**src/rtl/pwmf_pkg.sv**
```systemverilog
package pwmf_pkg;
  // Prescaler counter width: enough for the largest ratio (16).
  localparam int PSC_W = 4;

  localparam logic [1:0] SEL_DIV1  = 2'd0;
  localparam logic [1:0] SEL_DIV4  = 2'd1;

  // Last prescaler count for a given ratio select.
  function automatic logic [PSC_W-1:0] pre_last(input logic [1:0] sel);
    logic [PSC_W-1:0] r;
    case (sel)
      SEL_DIV1: r = '0;
      SEL_DIV4: r = PSC_W'(3);
      default:  r = '1;
    endcase
    return r;
  endfunction
endpackage

```
**src/rtl/pwmf_timebase.sv**
```systemverilog
// Sub-count, prescaler and period timer. Outputs are the next-state
// values so that the output stage can register a decision that lines
// up with the counters.
module pwmf_timebase #(
  parameter int CNT_W  = 8,
  parameter int FRAC_W = 2
) (
  input  logic              clk,
  input  logic              rst,
  input  logic              en,
  input  logic [1:0]        psc_sel,
  input  logic [CNT_W-1:0]  period,
  output logic              start,
  output logic              wrap,
  output logic [CNT_W-1:0]  tmr_n,
  output logic [FRAC_W-1:0] sub_n
);
  import pwmf_pkg::*;

  logic              run_q;
  logic [FRAC_W-1:0] q_q, q_n;
  logic [PSC_W-1:0]  p_q, p_n, p_last;
  logic [CNT_W-1:0]  tmr_q;
  logic [FRAC_W-1:0] pre_bits;
  logic              advance, q_full, tick;

  assign advance = en & run_q;
  assign q_full  = &q_q;
  assign p_last  = pre_last(psc_sel);
  assign tick    = advance & q_full & (p_q == p_last);
  assign wrap    = tick & (tmr_q == period);
  assign start   = en & ~run_q;

  always_comb begin
    q_n   = '0;
    p_n   = '0;
    tmr_n = '0;
    if (advance) begin
      q_n   = q_q + 1'b1;
      p_n   = p_q;
      tmr_n = tmr_q;
      if (q_full) begin
        p_n = (p_q == p_last) ? '0 : p_q + 1'b1;
      end
      if (tick) begin
        tmr_n = (tmr_q == period) ? '0 : tmr_q + 1'b1;
      end
    end
  end

  generate
    if (FRAC_W <= PSC_W) begin : g_sub_direct
      assign pre_bits = p_n[FRAC_W-1:0];
    end else begin : g_sub_pad
      assign pre_bits = {{(FRAC_W-PSC_W){1'b0}}, p_n};
    end
  endgenerate

  assign sub_n = (psc_sel == SEL_DIV1) ? q_n : pre_bits;

  always_ff @(posedge clk) begin
    if (rst) begin
      run_q <= 1'b0;
      q_q   <= '0;
      p_q   <= '0;
      tmr_q <= '0;
    end else begin
      run_q <= en;
      q_q   <= q_n;
      p_q   <= p_n;
      tmr_q <= tmr_n;
    end
  end
endmodule

```
**src/rtl/pwmf_duty_buf.sv**
```systemverilog
// Software-visible period and duty registers plus the duty shadow.
module pwmf_duty_buf #(
  parameter int CNT_W  = 8,
  parameter int FRAC_W = 2,
  localparam int DUTY_W = CNT_W + FRAC_W
) (
  input  logic              clk,
  input  logic              rst,
  input  logic              load,
  input  logic [CNT_W-1:0]  period_wdata,
  input  logic              period_we,
  input  logic [CNT_W-1:0]  duty_hi_wdata,
  input  logic              duty_hi_we,
  input  logic [FRAC_W-1:0] duty_lo_wdata,
  input  logic              duty_lo_we,
  output logic [CNT_W-1:0]  period_r,
  output logic [DUTY_W-1:0] shadow_n
);
  logic [DUTY_W-1:0] duty_r;
  logic [DUTY_W-1:0] shadow_q;

  assign shadow_n = load ? duty_r : shadow_q;

  always_ff @(posedge clk) begin
    if (rst) begin
      period_r <= '0;
      duty_r   <= '0;
      shadow_q <= '0;
    end else begin
      if (period_we)  period_r <= period_wdata;
      if (duty_hi_we) duty_r[DUTY_W-1:FRAC_W] <= duty_hi_wdata;
      if (duty_lo_we) duty_r[FRAC_W-1:0] <= duty_lo_wdata;
      shadow_q <= shadow_n;
    end
  end
endmodule

```
**src/rtl/pwmf_out.sv**
```systemverilog
// Output register: set at period start, cleared on extended-count match.
module pwmf_out #(
  parameter int CNT_W  = 8,
  parameter int FRAC_W = 2,
  localparam int DUTY_W = CNT_W + FRAC_W
) (
  input  logic              clk,
  input  logic              rst,
  input  logic              en,
  input  logic              load,
  input  logic [CNT_W-1:0]  tmr_n,
  input  logic [FRAC_W-1:0] sub_n,
  input  logic [DUTY_W-1:0] shadow_n,
  output logic              pwm_q
);
  logic match;
  logic pwm_d;

  assign match = ({tmr_n, sub_n} == shadow_n);

  always_comb begin
    if (!en)        pwm_d = 1'b0;
    else if (load)  pwm_d = (shadow_n != '0);
    else if (match) pwm_d = 1'b0;
    else            pwm_d = pwm_q;
  end

  always_ff @(posedge clk) begin
    if (rst) pwm_q <= 1'b0;
    else     pwm_q <= pwm_d;
  end
endmodule

```
**src/rtl/pwm_fracgen.sv**
```systemverilog
module pwm_fracgen #(
  parameter int CNT_W  = 8,
  parameter int FRAC_W = 2,
  localparam int DUTY_W = CNT_W + FRAC_W
) (
  input  logic              clk,
  input  logic              rst,
  input  logic              en,
  input  logic [1:0]        psc_sel,
  input  logic [CNT_W-1:0]  period_wdata,
  input  logic              period_we,
  input  logic [CNT_W-1:0]  duty_hi_wdata,
  input  logic              duty_hi_we,
  input  logic [FRAC_W-1:0] duty_lo_wdata,
  input  logic              duty_lo_we,
  output logic              pwm_o
);
  logic              start, wrap, load;
  logic [CNT_W-1:0]  tmr_n, period_r;
  logic [FRAC_W-1:0] sub_n;
  logic [DUTY_W-1:0] shadow_n;

  assign load = start | wrap;

  pwmf_timebase #(.CNT_W(CNT_W), .FRAC_W(FRAC_W)) u_tb (
    .clk     (clk),
    .rst     (rst),
    .en      (en),
    .psc_sel (psc_sel),
    .period  (period_r),
    .start   (start),
    .wrap    (wrap),
    .tmr_n   (tmr_n),
    .sub_n   (sub_n)
  );

  pwmf_duty_buf #(.CNT_W(CNT_W), .FRAC_W(FRAC_W)) u_buf (
    .clk           (clk),
    .rst           (rst),
    .load          (load),
    .period_wdata  (period_wdata),
    .period_we     (period_we),
    .duty_hi_wdata (duty_hi_wdata),
    .duty_hi_we    (duty_hi_we),
    .duty_lo_wdata (duty_lo_wdata),
    .duty_lo_we    (duty_lo_we),
    .period_r      (period_r),
    .shadow_n      (shadow_n)
  );

  pwmf_out #(.CNT_W(CNT_W), .FRAC_W(FRAC_W)) u_out (
    .clk      (clk),
    .rst      (rst),
    .en       (en),
    .load     (load),
    .tmr_n    (tmr_n),
    .sub_n    (sub_n),
    .shadow_n (shadow_n),
    .pwm_q    (pwm_o)
  );
endmodule

```
**config.mk**
```make
export PLATFORM = sky130hd
export DESIGN_NAME = pwm_fracgen
export DESIGN_NICKNAME = d
export VERILOG_FILES = /design/src/rtl/pwmf_pkg.sv /design/src/rtl/pwmf_timebase.sv /design/src/rtl/pwmf_duty_buf.sv /design/src/rtl/pwmf_out.sv /design/src/rtl/pwm_fracgen.sv
export SDC_FILE = /design/constraint.sdc
export NUM_CORES = 1
export LEC_CHECK = 0
export ABC_CLOCK_PERIOD_IN_PS = 3480
export BUFFER_PORTS_ARGS = -buffer_cell sky130_fd_sc_hd__buf_2
export CAP_MARGIN = 40
export CORE_MARGIN = 5
export CORE_UTILIZATION = 36
export DETAILED_ROUTE_END_ITERATION = 16
export GPL_TIMING_DRIVEN = 0
export PLACE_DENSITY = 0.58
export RECOVER_POWER = 25
export SYNTH_ARGS = -nofsm -noshare
export SYNTH_HDL_FRONTEND = slang
export SYNTH_SLANG_ARGS = --single-unit
```
**constraint.sdc**
```tcl
create_clock -name clk -period 3.48 [get_ports clk]
set_clock_uncertainty 0.1 [all_clocks]
set_input_delay 0.87 -clock clk [delete_from_list [all_inputs] [get_ports clk]]
set_output_delay 0.87 -clock clk [all_outputs]
set_load 0.03 [all_outputs]
```
After elaboration in Yosys (flattened, before gate mapping)
Index checks and enable logic that the tools add are counted.
{"block": "op_classes", "addsub": 3, "n_eq_ne": 4, "n_bitwise": 9, "n_mux": 12, "reduce_logical": 6}
{"operator": "8-bit two-way mux", "count": 3}
{"operator": "10-bit equality test", "count": 1}
{"operator": "10-bit two-way mux", "count": 1}
{"operator": "10-bit nonzero test", "count": 1}
{"operator": "8-bit by 1-bit adder with 8-bit output (second input constant)", "count": 1}
{"operator": "8-bit equality test", "count": 1}
{"operator": "2-bit two-way mux", "count": 4}
{"operator": "4-bit one-hot mux with 2 select lines", "count": 1}
{"operator": "1-bit bitwise AND", "count": 5}
{"operator": "4-bit by 1-bit adder with 4-bit output (second input constant)", "count": 1}
{"operator": "4-bit equality test", "count": 1}
{"operator": "4-bit two-way mux", "count": 1}
{"operator": "2-bit OR reduction", "count": 2}
{"operator": "1-bit inverter", "count": 3}
{"operator": "2-bit by 1-bit adder with 2-bit output (second input constant)", "count": 1}
{"operator": "2-bit by 1-bit equality test with 1-bit output (second input constant)", "count": 1}
{"operator": "2-bit logical NOT", "count": 1}
{"operator": "1-bit two-way mux", "count": 2}
{"operator": "2-bit AND reduction", "count": 1}
{"operator": "2-bit nonzero test", "count": 1}
{"operator": "1-bit OR", "count": 1}
{"block": "totals", "regBits": 44, "inputBits": 26}

Logic depth before layout (Yosys ltp)
Gate-level depths: netlist of run 1.
{"block": "depth", "ltp_word": 10, "mapped_depth": 10, "mapped_depth_nobuf": 9}

Modules after synthesis
Synthesis of run 1 repeated with hierarchy kept, for this count alone.
{"block": "unflattened", "hier_cells": 227, "area_unflattened_um2": 2260.9}
{"module": "pwmf_duty_buf", "area_per_inst_um2": 1139.8, "instances": 1, "cells_per_inst": 90}
{"module": "pwmf_timebase", "area_per_inst_um2": 948.4, "instances": 1, "cells_per_inst": 115}
{"module": "pwmf_out", "area_per_inst_um2": 166.4, "instances": 1, "cells_per_inst": 21}
{"module": "pwm_fracgen", "area_per_inst_um2": 6.3, "instances": 1, "cells_per_inst": 1}

Least setup slack after synthesis of run 1
OpenSTA, ideal clock, no wires.
{"block": "synth_path", "path_type": "input -> register", "startpoint": "input port psc_sel[0]", "endpoint": "register u_out.pwm_q", "setup_time_ns": 0.127, "path_stages": 9, "path_slack_ns": 0.574, "t_arrival_ns": 2.679, "path_buffers": 1, "required_ns": 3.253, "path_cell_list": "or3_2 a21oi_4 o211ai_4 a21boi_4 buf_12 mux2i_1 xor2_1 nor4_2 a21oi_1"}
{"block": "synth_via", "elab_chain_cells": 9, "elab_cells_between_ends": 18, "classes_between": "3 x eq/ne; 9 x mux; 3 x bitwise; 3 x reduce/logical"}
{"item": "start, declared", "line_no": "pwm_fracgen.sv:9", "source": "input logic [1:0] psc_sel,"}
{"item": "2-bit by 1-bit equality test with 1-bit output or 2-bit logical NOT (tied branches)", "line_no": "pwmf_pkg.sv:11, pwmf_timebase.sv:59"}
{"item": "4-bit one-hot mux with 2 select lines", "line_no": "pwmf_pkg.sv:11", "source": "case (sel)"}
{"item": "4-bit equality test", "line_no": "pwmf_timebase.sv:30, pwmf_timebase.sv:43"}
{"item": "4-bit two-way mux or 1-bit bitwise AND (tied branches)", "line_no": "pwmf_timebase.sv:43, pwmf_timebase.sv:30"}
{"item": "2-bit two-way mux or 1-bit bitwise AND (tied branches)", "line_no": "pwmf_timebase.sv:42, pwmf_timebase.sv:31"}
{"item": "2-bit two-way mux or 1-bit OR (tied branches)", "line_no": "pwmf_timebase.sv:38, pwm_fracgen.sv:23"}
{"item": "2-bit two-way mux or 10-bit two-way mux (tied branches)", "line_no": "pwmf_timebase.sv:59, pwmf_duty_buf.sv:22"}
{"item": "10-bit equality test or 10-bit nonzero test (tied branches)", "line_no": "pwmf_out.sv:19, pwmf_out.sv:23"}
{"item": "2-bit nonzero test (no line) or 1-bit two-way mux (tied branches)"}
{"item": "end signal, assigned", "line_no": "pwmf_out.sv:30", "source": "else pwm_q <= pwm_d;"}
{"item": "end, declared", "line_no": "pwmf_out.sv:14", "source": "output logic pwm_q"}
Several ways; a longest one is shown, not always the timed one.
A chain may end at the register's enable or synchronous reset.

Worst setup path in the final report of run 1
Same ends and word-level chain as after synthesis.

==> results of run 1 <==
==> cell families after synthesis <==
family | Yosys count | synth area share, %
AO/OA/AOI/OAI | 34 | 10.8
XOR/XNOR | 17 | 6.62
adder cells (fa/ha/maj) | 3 | 1.67
buffers and inverters | 13 | 3.73
flip-flops | 44 | 39.2
multiplexers | 33 | 14.8
AND/OR/NAND/NOR | 98 | 23.2
==> worst max-delay path by stage <==
stage / from / to / slack (ns) / cells past startpoint
finish: psc_sel[0] / u_out.pwm_q$_SDFFE_PP0P_ / 0.48 / 10
CTS: u_tb.q_q[0]$_SDFF_PP0_ / u_out.pwm_q$_SDFFE_PP0P_ / 0.45 / 10
floorplan: psc_sel[0] / u_out.pwm_q$_SDFFE_PP0P_ / 0.57 / 9
detailed placement: psc_sel[0] / u_out.pwm_q$_SDFFE_PP0P_ / 0.14 / 10
global placement: psc_sel[0] / u_out.pwm_q$_SDFFE_PP0P_ / 0.20 / 10
global route: u_tb.q_q[0]$_SDFF_PP0_ / u_out.pwm_q$_SDFFE_PP0P_ / 0.30 / 10
==> layer usage <==
layer / global-route usage [%] / routed length [um]
met1: 18.5 / 2390
met2: 21.8 / 2310
met3: 3.87 / 175
met4: 3.25 / 38
met5: 0 / 0
==> metrics by stage <==
stage          std cells  area [sq um]  hold WS, ns  total power [mW]  worst slack (ns)
6_report             347          2570        0.367              1.07             0.479
5_1_grt              347          2570        0.413              1.13             0.302
4_1_cts              347          2570        0.378              1.08             0.450
3_5_place_dp         339          2450        0.357             0.669             0.144
3_3_place_gp         339          2450        0.349             0.667             0.201
2_1_floorplan        242          2250        0.326             0.634             0.574
==> cell usage in the layout (no fill, tap or decap), types with 2 or more instances in the layout <==
| master | instances |
|---|---|
| clkbuf_8 | 6 |
| nor3b_1 | 2 |
| clkbuf_1 | 6 |
| buf_6 | 2 |
| nor4_1 | 3 |
| a32oi_1 | 2 |
| nor4_4 | 2 |
| mux2_2 | 2 |
| and3_1 | 3 |
| nand4b_1 | 3 |
| mux2i_1 | 31 |
| ha_1 | 3 |
| and2_1 | 2 |
| dfxtp_1 | 44 |
| nand2_1 | 10 |
| a21o_1 | 3 |
| nor3_1 | 5 |
| nor2b_1 | 3 |
| o211ai_1 | 4 |
| a31oi_1 | 2 |
| a21oi_1 | 10 |
| nor2_1 | 46 |
| nand4_1 | 4 |
| o21ai_0 | 8 |
| nand3_1 | 6 |
| xor2_1 | 16 |
| buf_2 | 25 |
==> area by class of cell <==
type	count	area share [%]
clock inverter	2	1.51
sequential	44	34.2
tap	75	3.64
clock buffer	6	3.21
multi-input combinational	185	49.9
buffer	12	3.11
timing repair buffer	22	4.28
inverter	1	0.146
==> critical path, delay by kind of cell <==
kind | cells | cell delay (ns)
AO/OA/AOI/OAI | 4 | 0.75
multiplexers | 1 | 0.31
buffers and inverters | 2 | 0.29
AND/OR/NAND/NOR | 2 | 0.73
XOR/XNOR | 1 | 0.13
==> flip-flops by register name (all words and copies together) (netlist names) <==
signal          cells
u_tb.q_q            2
u_buf.duty_r       10
u_tb.p_q            4
u_tb.run_q          1
u_buf.shadow_q     10
u_buf.period_r      8
u_out.pwm_q         1
u_tb.tmr_q          8
==> power by group through the flow <==
stage | registers [mW] | clock network [mW] | logic (mW)
floorplan | 0.543 | 0 | 0.0905
CTS | 0.535 | 0.424 | 0.123
global route | 0.537 | 0.456 | 0.136
detailed placement | 0.546 | 0 | 0.123
finish | 0.535 | 0.414 | 0.122
global placement | 0.546 | 0 | 0.121
==> results.py, run 1 <==
metrics = {
    "pwr": {
        "p_leak_nw": 1.06,
        "p_seq_share_pct": 50.0,
        "power_density_nw_per_um2": 416,
        "power.internal_mw": 0.812,
        "ir_drop_uv": 235,
        "p_clk_share_pct": 38.7,
        "swShare_pct": 24.1,
        "p_sw_mw": 0.258,
        "comb_power_share_pct": 11.4,
    },
    "synth": {
        "synth_cells": 242,
        "synth_flop_cell": "dfxtp_1",
        "synth_cell_types": 42,
        "synth_edf_count": 0,
        "yosysWarningCount": 0,
        "yosys.area.top_type": "dfxtp_1",
        "synth-seq-cells": 44,
        "syn_nets": 271,
        "synth.area.top_cells": "dfxtp_1 (39%), mux2i_1 (14%), nor2_1 (7.7%)",
        "netlist_area_sq_um": 2250,
        "syn_area_per_cell_sq_um": 9.30,
        "async_flop_share_pct": 0,
        "synth_top_area_share_pct": 39.2,
        "synth_most_common_cell": "nor2_1",
        "synthTopCellsByCount": "nor2_1 (46), dfxtp_1 (44), mux2i_1 (31), xor2_1 (16)",
        "synth.yosys.seq_area_share_pct": 39.2,
    },
    "place": {
        "port_buffers": 22,
        "gp_congestion": 0.795,
        "dp_hpwl_um": 3690,
    },
    "cells_and_area": {
        "layout.nets": 300,
        "multi_input_area_sq_um": 1280,
        "fin_util_pct": 43.0,
        "regArea_sq_um": 881,
        "final_layout_size_suffix_gt1_share_pct": 18.0,
        "n_antenna_cell": 0,
        "nFillCells": 611,
        "areaGrowthSynthToFinish_pct": 14.5,
    },
    "setup_path": {
        "cp-start-kind": "primary input",
        "r2r_start": "u_tb.q_q[0]$_SDFF_PP0_",
        "worstPathRequired_ns": 3.56,
        "critPathSlowestCell": "or3_2",
        "critPathMaxStageDelay_ns": 0.49,
        "path_cells": "buf_2 > or3_2 > a21oi_4 > o211ai_4 > a21boi_4 > buf_12 > mux2i_1 > xor2_1 > nor4_2 > a21oi_1",
        "regToRegSetupSlack_ns": 0.50,
        "worst-path-max-fanout": 10,
        "cp.arrival_ns": 3.08,
        "reg2regPathDepth": 10,
        "critPathKind": "primary input to register",
        "end_kind": "register",
        "regToRegEndpoint": "u_out.pwm_q$_SDFFE_PP0P_",
    },
    "clock_network": {
        "cts_setup_buffers": 0,
        "clock_latency_ns": 0.30,
        "clkTransAtPathRegs_ns": 0.09,
        "cts_made_buffers": 5,
        "cts_resized": 0,
        "holdBufCountCts": 0,
        "cts_tree": "built",
        "root_buffer": "clkbuf_8",
        "cts_num_sinks": 44,
        "cts-htree-levels": 2,
        "clockBufferDepth": 2,
    },
    "timing": {
        "worst_pin_slew_ns": 0.566,
        "finalMaxSlewViolations": 0,
        "fmax_mhz": 333,
        "min_period_over_period_pct": 86.2,
        "relSlewSlack_pct": 62.3,
        "rsz0062_at_grt": "no",
        "setup_viol": 0,
        "min_period_ns": 3.00,
        "fin_tns_setup_ns": 0,
        "hold_violations": 0,
    },
    "grt": {
        "grt_pass1_wl_um": 8320,
        "grt_overflow": 0,
        "grt_max_degree": 15,
        "grt.total_usage_pct": 13.7,
        "antenna_found_initial": 0,
        "grt_pass1_vias": 1722,
    },
    "route": {
        "wl_per_cell_um": 14.2,
        "drcViolationCount": 0,
        "dr_total_vias": 1795,
        "wl_um": 4920,
        "vias_per_cell": 5.17,
        "drtIter0Drc": 96,
        "drtPass1Iterations": 5,
        "ant_nets": 0,
    },
    "min_path": {
        "worstHoldEndpoint": "u_tb.q_q[0]$_SDFF_PP0_",
        "hold_path_class": "register to register",
        "min_path_cells": 1,
        "worstHoldStart": "u_tb.q_q[0]$_SDFF_PP0_",
    },
    "floorplanning": {
        "ios": 27,
        "chipWidth_um": 89.1,
        "coreArea_sq_um": 5990,
        "dieHeight_um": 89.1,
        "fp.dieArea_sq_um": 7930,
        "num_rows": 28,
        "initial_core_util_pct": 37.6,
    },
    "run_status": {
        "status": "completed",
    },
    "flow_run": {
        "drv_cap": 0,
    },
}
Note: power is estimated with default switching activity, not from simulation.
==> run 2, diff against run 1 <==
--- a/config.mk
+++ b/config.mk
@@ -8,11 +8,12 @@
 export ABC_CLOCK_PERIOD_IN_PS = 3480
 export BUFFER_PORTS_ARGS = -buffer_cell sky130_fd_sc_hd__buf_2
 export CAP_MARGIN = 40
+export CORE_ASPECT_RATIO = 2
 export CORE_MARGIN = 5
 export CORE_UTILIZATION = 36
 export DETAILED_ROUTE_END_ITERATION = 16
 export GPL_TIMING_DRIVEN = 0
-export PLACE_DENSITY = 0.58
+export PLACE_DENSITY_LB_ADDON = 0.08
 export RECOVER_POWER = 25
 export SYNTH_ARGS = -nofsm -noshare
 export SYNTH_HDL_FRONTEND = slang
==> run 2 against run 1 <==
  * Die area grew 1.2%
  * Register-to-register slack got worse by 0.05 ns
  * Worst hold slack worse by 0.0028 ns
  * Via count shrank 1.2%
  * Sequential cell count unchanged
  * Highest routed layer unchanged
==> results.py, run 2 (same netlist as run 1, synthesis figures left out) <==
metrics = {
    "route": {
        "drcViolationCount": 0,
        "wl_um": 5330,
        "dr_total_vias": 1773,
        "wl_per_cell_um": 15.0,
        "ant_nets": 0,
        "drtIter0Drc": 54,
        "vias_per_cell": 4.98,
        "drtPass1Iterations": 4,
    },
    "clock_network": {
        "clkTransAtPathRegs_ns": 0.06,
        "clock_latency_ns": 0.28,
        "cts_made_buffers": 5,
        "root_buffer": "clkbuf_16",
        "cts_resized": 0,
        "cts_num_sinks": 44,
        "clockBufferDepth": 2,
        "cts-htree-levels": 2,
        "cts_setup_buffers": 0,
        "cts_tree": "built",
        "holdBufCountCts": 0,
    },
    "setup_path": {
        "regToRegEndpoint": "u_out.pwm_q$_SDFFE_PP0P_",
        "reg2regPathDepth": 10,
        "r2r_start": "u_tb.q_q[0]$_SDFF_PP0_",
        "end_kind": "register",
        "critPathMaxStageDelay_ns": 0.48,
        "regToRegSetupSlack_ns": 0.45,
        "cp-start-kind": "primary input",
        "cp.arrival_ns": 3.10,
        "critPathSlowestCell": "or3_2",
        "worst-path-max-fanout": 10,
        "path_cells": "buf_2 > or3_2 > a21oi_4 > o211ai_4 > a21boi_4 > buf_12 > mux2i_1 > xor2_1 > nor4_2 > a21oi_1",
        "critPathKind": "primary input to register",
        "worstPathRequired_ns": 3.54,
    },
    "place": {
        "dp_slack_ns": 0.0839,
        "gp_congestion": 0.804,
        "port_buffers": 22,
        "dp_hpwl_um": 4210,
        "placed_area_sq_um": 2460,
    },
    "cells_and_area": {
        "final_layout_size_suffix_gt1_share_pct": 17.6,
        "final_common_cell": "nor2_1",
        "areaGrowthSynthToFinish_pct": 16.1,
        "reg_top3": "u_buf.duty_r x10, u_buf.shadow_q x10",
        "design_area_sq_um": 2610,
        "fin_util_pct": 43.1,
        "layout.nets": 300,
        "final_cell_mix": "nor2_1 (46), dfxtp_1 (44), mux2i_1 (31), buf_2 (25), xor2_1 (16)",
        "n_antenna_cell": 0,
    },
    "timing": {
        "layout_setup_ws_ns": 0.439,
        "rsz0062_at_grt": "no",
        "relSlewSlack_pct": 62.1,
        "hold_violations": 0,
        "min_period_ns": 3.04,
        "fin_tns_setup_ns": 0,
        "setup_viol": 0,
        "worst_pin_slew_ns": 0.568,
        "finalMaxSlewViolations": 0,
        "fmax_mhz": 329,
        "min_period_over_period_pct": 87.4,
    },
    "floorplanning": {
        "fp.dieArea_sq_um": 8030,
        "dieHeight_um": 122,
        "chipWidth_um": 65.9,
        "coreArea_sq_um": 6060,
        "initial_core_util_pct": 37.1,
        "ios": 27,
        "num_rows": 40,
    },
    "flow_run": {
        "drv_cap": 0,
    },
    "grt": {
        "grt_pass1_vias": 1822,
        "grt_max_degree": 15,
        "grt_pass1_wl_um": 8830,
        "grt.total_usage_pct": 14.4,
        "antenna_found_initial": 0,
        "grt_overflow": 0,
    },
    "pwr": {
        "p_leak_nw": 1.07,
        "power_mw": 1.14,
        "power_density_nw_per_um2": 436,
        "ir_drop_uv": 327,
    },
    "min_path": {
        "hold_path_class": "register to register",
        "worstHoldEndpoint": "u_tb.q_q[0]$_SDFF_PP0_",
        "min_path_cells": 1,
        "worstHoldStart": "u_tb.q_q[0]$_SDFF_PP0_",
    },
    "run_status": {
        "status": "completed",
    },
}
-- run 2: worst max-delay path by stage --
stage	from	endpoint	slack [ns]	cells after the start
5_1_grt	u_tb.q_q[0]$_SDFF_PP0_	u_out.pwm_q$_SDFFE_PP0P_	0.22	10
6_report	psc_sel[0]	u_out.pwm_q$_SDFFE_PP0P_	0.44	10
3_3_place_gp	psc_sel[0]	u_out.pwm_q$_SDFFE_PP0P_	0.06	10
3_5_place_dp	psc_sel[0]	u_out.pwm_q$_SDFFE_PP0P_	0.08	10
4_1_cts	u_tb.q_q[0]$_SDFF_PP0_	u_out.pwm_q$_SDFFE_PP0P_	0.38	10
2_1_floorplan	psc_sel[0]	u_out.pwm_q$_SDFFE_PP0P_	0.57	9
-- run 2: worst max-delay path, delay by kind of cell --
kind	cells	cell delay [ns]
and+or+nand+nor	2	0.77
buffers and inverters	2	0.29
muxes	1	0.29
xor gates and xnor gates	1	0.12
AOI/OAI and AO/OA	4	0.77
-- run 2: area by class of cell --
type,count,area [sq um]
Buffer,12,72.6
Clock buffer,6,139
Clock inverter,2,15.0
Fill cell,635,3440
Inverter,1,3.75
Multi-Input combinational cell,185,1280
Sequential cell,44,881
Tap cell,84,105
Timing Repair Buffer,22,110
-- run 2: power by group --
group | leakage (nW) | total, mW | switching (mW) | internal [mW]
clock network | 0.0691 | 0.482 | 0.197 | 0.285
logic | 0.638 | 0.122 | 0.0660 | 0.0557
registers | 0.359 | 0.535 | 0.0139 | 0.521
total | 1.07 | 1.14 | 0.277 | 0.863
-- run 2: metrics by stage --
| step | hold WS [ns] | cells |
|---|---|---|
| 2_1_floorplan | 0.326 | 242 |
| 3_3_place_gp | 0.350 | 348 |
| 3_5_place_dp | 0.358 | 348 |
| 4_1_cts | 0.373 | 356 |
| 5_1_grt | 0.397 | 356 |
| 6_report | 0.364 | 356 |
-- run 2: metal layers --
metal / share of wire [%] / routed length (um) / track usage (%)
met3: 2.0 / 109 / 2.03
met4: 2.6 / 136 / 6.36
met2: 55 / 2950 / 27.3
met1: 40 / 2130 / 15.1
met5: 0 / 0 / 0
